===== src/rtl/uart_txf_pkg.sv =====
package uart_txf_pkg;
    localparam int OVERSAMPLE = 16;
    localparam int TCNT_W     = $clog2(2 * OVERSAMPLE + 1);

    typedef enum logic [2:0] {
        S_IDLE, S_START, S_DATA, S_PARITY, S_STOP, S_BREAK
    } txf_state_e;

    typedef enum logic [1:0] {
        PAR_NONE = 2'd0, PAR_EVEN = 2'd1, PAR_ODD = 2'd2, PAR_FORCE = 2'd3
    } txf_par_e;

    function automatic logic [TCNT_W-1:0] stop_ticks(input logic [3:0] code);
        logic [TCNT_W-1:0] c;
        c = TCNT_W'(code);
        return code[3] ? c + TCNT_W'(17) : c + TCNT_W'(9);
    endfunction
endpackage


===== src/rtl/uart_txf_tick.sv =====
module uart_txf_tick #(
    parameter int DIV_W = 16
) (
    input  logic             clk,
    input  logic             rst_n,
    input  logic [DIV_W-1:0] div,
    output logic             tick
);
    logic [DIV_W-1:0] cnt;

    assign tick = (cnt >= div);

    always_ff @(posedge clk or negedge rst_n) begin
        if (!rst_n)    cnt <= '0;
        else if (tick) cnt <= '0;
        else           cnt <= cnt + 1'b1;
    end

    // with a nonzero divisor, two ticks never fall on adjacent cycles
    a_r2_tick_spacing: assert property (@(posedge clk) disable iff (!rst_n)
        (tick && div != '0) |=> (!tick || div == '0));
endmodule


===== src/rtl/uart_txf_hold.sv =====
module uart_txf_hold #(
    parameter int DATA_W = 8
) (
    input  logic              clk,
    input  logic              rst_n,
    input  logic              wr_en,
    input  logic [DATA_W-1:0] wr_data,
    input  logic              take,
    output logic              full,
    output logic [DATA_W-1:0] data
);
    always_ff @(posedge clk or negedge rst_n) begin
        if (!rst_n) begin
            full <= 1'b0;
            data <= '0;
        end else if (wr_en && !full) begin
            full <= 1'b1;
            data <= wr_data;
        end else if (take) begin
            full <= 1'b0;
        end
    end

    // the register only fills as the result of a write
    a_r7_fill_by_write: assert property (@(posedge clk) disable iff (!rst_n)
        $rose(full) |-> $past(wr_en));
    // a write while full leaves the held character unchanged
    a_r7_full_ignores: assert property (@(posedge clk) disable iff (!rst_n)
        (full && !take) |=> $stable(data));
endmodule


===== src/rtl/uart_txf_ser.sv =====
module uart_txf_ser
    import uart_txf_pkg::*;
#(
    parameter int DATA_W = 8
) (
    input  logic              clk,
    input  logic              rst_n,
    input  logic              tick,
    input  logic              hold_full,
    input  logic [DATA_W-1:0] hold_data,
    input  logic [1:0]        data_len,
    input  logic [1:0]        par_mode,
    input  logic              par_level,
    input  logic [3:0]        stop_code,
    input  logic              brk_req,
    output logic              load,
    output logic              idle,
    output logic              txd
);
    localparam int BIDX_W = $clog2(DATA_W);

    txf_state_e        state, state_nx;
    logic [TCNT_W-1:0] tcnt, stop_len;
    logic [BIDX_W-1:0] bidx, last_bit;
    logic [DATA_W-1:0] shreg, masked;
    logic              par_bit, par_on, seg_end;

    assign load    = (state == S_IDLE) && !brk_req && hold_full;
    assign seg_end = tick && (tcnt == ((state == S_STOP) ? stop_len - 1'b1
                                                         : TCNT_W'(OVERSAMPLE - 1)));
    assign masked  = hold_data & (DATA_W'({DATA_W{1'b1}}) >> (2'd3 - data_len));

    always_comb begin
        state_nx = state;
        unique case (state)
            S_IDLE:   if (brk_req) state_nx = S_BREAK;
                      else if (hold_full) state_nx = S_START;
            S_START:  if (seg_end) state_nx = S_DATA;
            S_DATA:   if (seg_end && bidx == last_bit)
                          state_nx = par_on ? S_PARITY : S_STOP;
            S_PARITY: if (seg_end) state_nx = S_STOP;
            S_STOP:   if (seg_end) state_nx = S_IDLE;
            S_BREAK:  if (!brk_req) state_nx = S_IDLE;
            default:  state_nx = S_IDLE;
        endcase
    end

    always_ff @(posedge clk or negedge rst_n) begin
        if (!rst_n) state <= S_IDLE;
        else        state <= state_nx;
    end

    always_ff @(posedge clk or negedge rst_n) begin
        if (!rst_n) begin
            tcnt     <= '0;
            bidx     <= '0;
            last_bit <= '0;
            shreg    <= '0;
            par_bit  <= 1'b0;
            par_on   <= 1'b0;
            stop_len <= '0;
        end else if (load) begin
            tcnt     <= '0;
            bidx     <= '0;
            last_bit <= BIDX_W'(data_len) + BIDX_W'(4);
            shreg    <= masked;
            par_on   <= (par_mode != PAR_NONE);
            stop_len <= stop_ticks(stop_code);
            unique case (par_mode)
                PAR_EVEN:  par_bit <= ^masked;
                PAR_ODD:   par_bit <= ~^masked;
                PAR_FORCE: par_bit <= par_level;
                default:   par_bit <= 1'b0;
            endcase
        end else if (seg_end) begin
            tcnt <= '0;
            if (state == S_DATA) begin
                bidx  <= bidx + 1'b1;
                shreg <= shreg >> 1;
            end
        end else if (tick && state != S_IDLE && state != S_BREAK) begin
            tcnt <= tcnt + 1'b1;
        end
    end

    always_comb begin
        idle = (state == S_IDLE);
        unique case (state)
            S_START, S_BREAK: txd = 1'b0;
            S_DATA:           txd = shreg[0];
            S_PARITY:         txd = par_bit;
            default:          txd = 1'b1;
        endcase
    end

    // a load is followed by the start bit on the next cycle
    a_r3_start_after_load: assert property (@(posedge clk) disable iff (!rst_n)
        load |=> !txd);
    // the stop counter never passes the captured stop length
    a_r6_stop_bound: assert property (@(posedge clk) disable iff (!rst_n)
        (state == S_STOP) |-> (tcnt < stop_len));
    // a break raised mid-frame does not cut the frame short
    a_r9_break_waits: assert property (@(posedge clk) disable iff (!rst_n)
        (brk_req && state == S_DATA) |=> state != S_BREAK);
endmodule


===== src/rtl/uart_tx_frac.sv =====
module uart_tx_frac #(
    parameter int DIV_W  = 16,
    parameter int DATA_W = 8
) (
    input  logic              clk,
    input  logic              rst_n,
    input  logic [DIV_W-1:0]  baud_div,
    input  logic [1:0]        data_len,
    input  logic [1:0]        par_mode,
    input  logic              par_level,
    input  logic [3:0]        stop_code,
    input  logic              brk_req,
    input  logic              wr_en,
    input  logic [DATA_W-1:0] wr_data,
    output logic              txd,
    output logic              tx_ready,
    output logic              tx_empty
);
    logic              tick, load, hold_full, ser_idle;
    logic [DATA_W-1:0] hold_data;

    uart_txf_tick #(.DIV_W(DIV_W)) u_tick (
        .clk(clk), .rst_n(rst_n), .div(baud_div), .tick(tick)
    );

    uart_txf_hold #(.DATA_W(DATA_W)) u_hold (
        .clk(clk), .rst_n(rst_n), .wr_en(wr_en), .wr_data(wr_data),
        .take(load), .full(hold_full), .data(hold_data)
    );

    uart_txf_ser #(.DATA_W(DATA_W)) u_ser (
        .clk(clk), .rst_n(rst_n), .tick(tick),
        .hold_full(hold_full), .hold_data(hold_data),
        .data_len(data_len), .par_mode(par_mode), .par_level(par_level),
        .stop_code(stop_code), .brk_req(brk_req),
        .load(load), .idle(ser_idle), .txd(txd)
    );

    assign tx_ready = !hold_full;
    assign tx_empty = !hold_full && ser_idle;

    // empty implies the holding register can accept a write
    a_r8_empty_ready: assert property (@(posedge clk) disable iff (!rst_n)
        tx_empty |-> tx_ready);
    // an accepted write makes the block not ready on the next cycle
    a_r7_ready_drops: assert property (@(posedge clk) disable iff (!rst_n)
        (wr_en && tx_ready) |=> !tx_ready);
endmodule


===== config.mk =====
export PLATFORM = sky130hd
export DESIGN_NAME = uart_tx_frac
export DESIGN_NICKNAME = d
export VERILOG_FILES = /design/src/rtl/uart_txf_pkg.sv /design/src/rtl/uart_txf_tick.sv /design/src/rtl/uart_txf_hold.sv /design/src/rtl/uart_txf_ser.sv /design/src/rtl/uart_tx_frac.sv
export SDC_FILE = /design/constraint.sdc
export NUM_CORES = 1
export LEC_CHECK = 0
export BUFFER_PORTS_ARGS = -buffer_cell sky130_fd_sc_hd__buf_4
export CAP_MARGIN = 20
export CORE_MARGIN = 8
export CORE_UTILIZATION = 30
export CTS_CLUSTER_SIZE = 14
export DETAILED_ROUTE_END_ITERATION = 10
export GPL_TIMING_DRIVEN = 0
export PLACE_DENSITY_LB_ADDON = 0.3
export SKIP_CTS_REPAIR_TIMING = 1
export SYNTH_ARGS = -nofsm -noshare
export SYNTH_HDL_FRONTEND = slang
export SYNTH_HIERARCHICAL = 1
export SYNTH_SLANG_ARGS = --single-unit

===== constraint.sdc =====
create_clock -name clk -period 2.92 [get_ports clk]
set_input_delay 0.292 -clock clk [delete_from_list [all_inputs] [get_ports clk]]
set_output_delay 0.292 -clock clk [all_outputs]
set_load 0.01 [all_outputs]

# == After elaboration in Yosys (flattened, before gate mapping) ==
# Index checks and enable logic that the tools add are counted.
# totals
regBits,56
in_bits,37
out_inout_bits,3
word_cells,86
# op_classes
addsub,8
n_lt_le_gt_ge,1
n_eq_ne,17
n_shift,1
n_mux,25
bitwise_logic,1
reduce_logical,22
# op_table
cell,count
2-to-1 mux 3 bit,11
2-to-1 mux 6 bit,5
2-to-1 mux 8 bit,3
case mux 3 bit (6 select lines),1
"adder 16 x 1 -> 16 bit, second input constant",1
greater-or-equal comparator 16 bit,1
2-to-1 mux 16 bit,1
AND 8 bit,1
logical AND 1 bit,8
"!= test 2 x 1 -> 1 bit, second input constant",4
nonzero test 2 bit,4
XNOR reduction 8 bit,1
XOR reduction 8 bit,1
"right shift 8 x 2 -> 8 bit, first input constant",1
"adder 4 x 5 -> 6 bit, second input constant",1
"adder 6 x 1 -> 6 bit, second input constant",1
"equality test 3 x 2 -> 1 bit, second input constant",2
"equality test 3 bit, second input constant",2
equality test 6 bit,1
case mux 1 bit (3 select lines),2
AND reduction 6 bit,1
nonzero test 3 bit,2
"subtractor 6 x 1 -> 6 bit, second input constant",1
"adder 4 x 4 -> 5 bit, second input constant",1
15 further kinds,18

# == Longest topological paths before layout ==
# Gate-level depths: netlist (run 1).
# depth
depth_word,7
depth_mapped,11
depth_no_buf,10

# == Hierarchy ==
# The synthesis (run 1) kept the hierarchy.
# by_module_without_submodules
mod,instances,cells_per_inst,area_per_inst_um2,seq_area_each_um2
uart_txf_ser,1,209,1876.8,775.7
uart_txf_tick,1,130,1260.0,400.4
uart_txf_hold,1,21,374.1,225.2
uart_tx_frac,1,2,10.0,0.0

# == Worst setup path after synthesis (run 1) ==
# No wires, ideal clock.
# synth_path
path_kind,reg-to-reg
startpoint,reg u_tick.cnt[11]
endpoint,reg u_ser.shreg[1]
setup_time_ps,137
arrival_time_ps,2601
required_ps,2783
slack_ps,182
path_stages_with_launch,11
n_path_buf,1
period_less_slack_ps,2738
cell_sequence,dfrtp_1 > ha_1 > nand4_1 > or3_4 > o31ai_4 > or3_1 > a21boi_0 > o2111ai_2 > buf_4 > mux2i_1 > a21oi_1
# synth_between
elab_chain_cells,4
# synth_lines
item,line,text
start: declaration,uart_txf_tick.sv:9,logic [DIV_W-1:0] cnt;
start signal: assignment,uart_txf_tick.sv:16,else cnt <= cnt + 1'b1;
greater-or-equal comparator 16 bit,uart_txf_tick.sv:11,assign tick = (cnt >= div);
named net tick,uart_tx_frac.sv:19,"logic tick, load, hold_full, ser_idle;"
logical AND 1 bit,uart_txf_ser.sv:29,assign seg_end = tick && (tcnt == ((state == S_STOP) ? stop_len - 1'b1
nonzero test 2 bit (no source line),-,
AND reduction 2 bit (no source line),-,
end signal: assignment,uart_txf_ser.sv:66,shreg <= masked;
end signal: assignment,uart_txf_ser.sv:79,shreg <= shreg >> 1;
end: declaration,uart_txf_ser.sv:25,"logic [DATA_W-1:0] shreg, masked;"
# The timed path passes the listed nets, and every way through them passes these cells.
# A chain may end at the register's enable or synchronous reset.

# == Final worst setup path (run 1) ==
# layout_path
startpoint,reg u_tick.cnt[13]
endpoint,reg u_ser.shreg[3]
# The elaborated chain is that of the path after synthesis.

==> results of run 1 <==
cell usage after synthesis (2+ instances only):
| cell | count |
|---|---|
| dfrtp_1 | 56 |
| and2_1 | 2 |
| nor3_1 | 8 |
| nor2b_1 | 2 |
| xnor2_1 | 26 |
| clkbuf_1 | 9 |
| o31a_1 | 3 |
| nor2_1 | 24 |
| or3_4 | 2 |
| o21a_1 | 4 |
| buf_1 | 2 |
| o211ai_1 | 4 |
| or3_1 | 5 |
| o21ai_0 | 19 |
| a21oi_1 | 18 |
| buf_6 | 2 |
| inv_1 | 26 |
| ha_1 | 21 |
| nor4_2 | 9 |
| nand3_1 | 9 |
| mux2_4 | 8 |
| mux2i_1 | 10 |
| nand2b_1 | 3 |
| nor3b_1 | 3 |
| o221ai_1 | 2 |
| nand2_1 | 28 |
| nand3b_1 | 3 |
| xor2_1 | 11 |
| nor4_1 | 13 |
| nand4_1 | 12 |
through the flow:
stage          hold WS, ps  area (um2)
4_1_cts               83.0        4150
2_1_floorplan        -3.59        3520
5_1_grt                115        4280
3_5_place_dp           405        3990
6_report              44.7        4280
3_3_place_gp           404        3990
cell families (layout without fill, tap and decap cells):
| group | Yosys count | after routing | share of synthesized area, % |
|---|---|---|---|
| fa+ha+maj | 21 | 21 | 7.46 |
| mux | 18 | 18 | 6.25 |
| buf+inv | 42 | 97 | 5.05 |
| compound gates | 62 | 62 | 11.7 |
| flops | 56 | 56 | 39.8 |
| xor+xnor | 37 | 37 | 9.20 |
| simple gates | 126 | 126 | 20.5 |
worst max path at each step:
stage	startpoint	endpoint	cells past startpoint
floorplan	u_tick/cnt[11]	u_ser/shreg[1]	10
global placement	u_tick/cnt[11]	u_ser/shreg[4]	10
detailed placement	u_tick/cnt[11]	u_ser/shreg[4]	10
CTS	u_tick/cnt[11]	u_ser/shreg[4]	10
global route	u_tick/cnt[13]	u_ser/shreg[1]	10
finish	u_tick/cnt[13]	u_ser/shreg[3]	10
worst max-delay path, stage by stage, from the launching register on:
cell,delay (ps)
dfrtp_1,430
ha_1,320
nand4_1,150
or3_4,440
o31ai_4,310
or3_4,210
a21boi_4,200
o2111ai_4,180
buf_8,200
mux2i_1,150
a21oi_1,80
report_power, final:
part | total, mW | internal [mW] | switching (mW)
Sequential | 1.31 | 1.05 | 0.263
Combinational | 1.47 | 0.732 | 0.736
Clock | 0.615 | 0.326 | 0.289
Total | 3.39 | 2.10 | 1.29
layout make-up:
class	instances	area share, %
flip-flops and latches	56	32.8
clock buffers	5	2.92
clock inverters	3	0.643
multi-input cells	264	46.9
repair buffers	47	8.24
well taps	143	4.18
inverters	27	2.37
plain buffers	15	1.96
metal layers:
layer	part of all wire (%)	GRT usage (%)
met1	50	13.6
met3	3.0	1.83
met2	47	15.6
met5	0	0
met4	0.54	1.49
state kept, by name, indices dropped and copies added, names as in the netlist:
register	cells
u_hold/full	1
u_ser/stop_len	6
u_ser/par_bit	1
u_tick/cnt	16
u_ser/shreg	8
u_ser/tcnt	6
u_ser/bidx	3
u_ser/state	3
u_ser/last_bit	3
u_ser/par_on	1
u_hold/data	8
==> metrics.yaml, run 1 <==
synth_top_cell_by_area: "dfrtp_1"
wirelength_um: 7760
fin_ws_ps: 118
final_cell_mix: "dfrtp_1 (52), buf_4 (47), nand2_1 (27), inv_1 (26), xnor2_1 (26)"
first_pass_iters: 4
grt_pass1_vias: 2686
status: "finished, final reports clean"
first_iter_violations: 134
avgSynthCellArea_um2: 9.73
dieArea_um2: 15500
drive_above_1_share_pct: 22.8
grt_pass1_wl_um: 13200
viasPerCell: 4.94
synthDominantCellAreaShare_pct: 39.8
worstHoldPathType: "input port to asynchronous set/reset pin"
timing.rr.end: "u_ser/shreg[3]"
drc: 0
startpoint_type: "flop"
io_buffers: 39
ir_drop_mv: 0.400
initial_core_util_pct: 30.8
synth_area_um2: 3520
finClkSkew_ps: 6.87
critPathArrivalTime_ps: 2960
power_density_nw_per_um2: 792
cts_tree: "yes"
period_share_pct: 95.9
core.rowCount: 39
fp.dieW_um: 124
place.gp.congestion: 0.716
instances_no_fill: 560
seq_area_frac_synth_pct: 39.8
cts.sinks: 56
path_clk_slew_ps: 80
synth.net_count: 420
final.min_clock_period_ps: 2800
antennaDiodeCount: 0
insertion_delay_ps: 290
ios: 40
tightest_slew_ps: 717
crit_fanout: 10
reg2reg_slack_ps: 120
worstSetupPathType: "flop to flop"
yosys_warnings: 6
clockRootBuffer: "clkbuf_16"
nFillCells: 1164
grt_antenna_before_repair: 0
ys_top_cells_by_area: "dfrtp_1 (40%), ha_1 (7.5%), xnor2_1 (6.5%), mux2_4 (3.4%), nor4_2 (3.2%)"
fin_nets: 474
syn_inst: 362
synth_cell_types: 48
cp-end-kind: "flop"
track_usage_pct: 9.79
ys_ff_latch: 56
routedWlPerCell_um: 13.9
synthArstFlopShare_pct: 100
dp.cells: 544
r2r_cells: 10
overflow: 0
coreArea_um2: 11400
synthToLayoutAreaGrowth_pct: 21.7
drv_cap: 0
ant_nets: 0
die_h_um: 124
tns_ps: 0
synthFlopType: "dfrtp_1"
htreeDepth: 2
numCtsBuffers: 5
dp_hpwl_um: 5770
finish.utilization_pct: 37.5
multi_input_area_um2: 2010
p_total_mw: 3.39
seqCellArea_um2: 1410
cp_data_required_time_ps: 3080
reg2reg_from: "u_tick/cnt[13]"
layout_commonest_cell: "dfrtp_1"
max_slew_margin_pct: 52.2
slew_violations: 0
synth-edff-count: 0
clock_path_buffers: 2
setup_violations: 0
grt_max_degree: 57
p_leak_nw: 1.88
hold_violations: 0
routed-via-count: 2768
fmax_mhz: 357
dp_slack_ps: -255
Power figures use the tool's default switching activity.
==> inputs of run 2 (changes only) <==
CORE_UTILIZATION = 50   (was 30)
SKIP_LAST_GASP = 1   (was not set)
clock period = 3 ns   (was 2.92 ns; I/O delays follow)
==> run 2 against run 1 <==
Die area down 35%. Total power down 9.5%. First-iteration DRC count down 49%. Critical path depth unchanged. Setup slack better by 72 ps. Wire length down 5.6%. Combinational power down 5%.
==> metrics.yaml, run 2 (synthesis gave the netlist of run 1 again) <==
status: "finished, final reports clean"
clockRootBuffer: "clkbuf_8"
place.gp.congestion: 0.794
insertion_delay_ps: 310
routedWlPerCell_um: 14.4
slew_violations: 0
worstHoldPathType: "input port to asynchronous set/reset pin"
placed_area_um2: 3930
clock_path_buffers: 2
whs_ps: 23.3
startpoint_type: "flop"
hold_violations: 0
worstSetupPathType: "flop to flop"
drive_above_1_share_pct: 20.4
dp_slack_ps: -131
r2r_cells: 10
setup_violations: 0
final.min_clock_period_ps: 2810
wirelength_um: 7320
overflow: 0
ir_drop_mv: 0.591
fin_nets: 470
synthToLayoutAreaGrowth_pct: 15.6
initial_core_util_pct: 51.8
worst_path_largest_cell_delay_ps: 470
p_leak_nw: 1.83
dp_hpwl_um: 5440
layout_commonest_cell: "dfrtp_1"
htreeDepth: 2
ant_nets: 0
fmax_mhz: 356
largest_register_ffs: 16
tns_ps: 0
coreArea_um2: 6790
period_share_pct: 93.7
dieArea_um2: 9980
die_h_um: 99.9
cts.sinks: 56
final_cell_mix: "dfrtp_1 (55), buf_4 (43), nand2_1 (28), inv_1 (26), xnor2_1 (26)"
fin_ws_ps: 190
p_total_mw: 3.07
io_buffers: 39
path_cells: "ha_1 -> nand4_1 -> or3_4 -> o31ai_4 -> or3_1 -> a21boi_2 -> o2111ai_2 -> buf_6 -> mux2i_1 -> a21oi_1"
drv_cap: 0
viasPerCell: 5.41
first_iter_violations: 69
path_clk_slew_ps: 100
drc: 0
cp-end-kind: "flop"
max_slew_margin_pct: 52.4
rsz0062_at_grt: "false"
numCtsBuffers: 5
critPathArrivalTime_ps: 2980
reg2reg_slack_ps: 190
first_pass_iters: 6
power_density_nw_per_um2: 754
grt_pass1_vias: 2792
finClkSkew_ps: 8.68
routed-via-count: 2750
tightest_slew_ps: 714
core.rowCount: 30
antennaDiodeCount: 0
reg2reg_from: "u_tick/cnt[11]"
cp_data_required_time_ps: 3170
ios: 40
cts_tree: "yes"
track_usage_pct: 15.1
timing.rr.end: "u_ser/shreg[1]"
crit_slowest_cell: "dfrtp_2"
grt_pass1_wl_um: 12500
fp.dieW_um: 99.9
grt_antenna_before_repair: 0
regMostFlops: "u_tick/cnt"
fin_area_um2: 4070
crit_fanout: 10
reg.largest.list: "u_tick/cnt: 16 flops, u_hold/data: 8 flops, u_ser/shreg: 8 flops"
grt_max_degree: 57
[run 2: cell count changes in the layout (fill, tap and decap cells not counted), sizes merged]
cell  change
buf       -4
inv       -1
[run 2: area by class of cell]
cell class,count,area (um2)
clock inverter,2,12.5
fill,586,2720
inverter,27,101
buffer,15,80.1
sequential,56,1400
timing repair buffer,43,323
clock buffer,5,68.8
multi-input combinational,264,1960
tap,96,120
[run 2: worst max-delay path by stage]
stage          cells after the start        endpoint      startpoint  slack, ps
2_1_floorplan                     10  u_ser/shreg[1]  u_tick/cnt[11]        260
3_3_place_gp                      10  u_ser/shreg[4]  u_tick/cnt[11]       -100
3_5_place_dp                      10  u_ser/shreg[4]  u_tick/cnt[11]       -130
4_1_cts                            9  u_ser/state[1]  u_tick/cnt[11]       -200
5_1_grt                            9   u_ser/bidx[2]  u_tick/cnt[11]          4
6_report                          10  u_ser/shreg[1]  u_tick/cnt[11]        190
[run 2: report_power, final]
part / total [mW] / switching, mW / internal, mW
clock network: 0.399 / 0.240 / 0.159
registers: 1.27 / 0.253 / 1.02
logic: 1.40 / 0.705 / 0.698
total: 3.07 / 1.20 / 1.87
[run 2: routing by layer]
layer	GRT usage [%]	up-vias	part of all wire [%]
li1	-	1381	-
met3	2.70	7	2.2
met5	0	-	0
met4	3.84	0	0.81
met1	18.0	1339	45
met2	27.0	23	52
[run 2: critical path, delay by kind of cell (launching register included)]
kind	cells	cell delay (ps)
buffers and inverters	1	210
multiplexers	1	150
AND/OR/NAND/NOR	3	740
adder cells (fa/ha/maj)	1	330
flip-flops	1	470
AO/OA/AOI/OAI	4	790
[run 2: per-stage QoR]
step                cells  utilization [%]
detailed placement    497             57.9
global route          508             59.9
finish                508             59.9
global placement      497             57.9
CTS                   504             59.1
floorplan             362                -
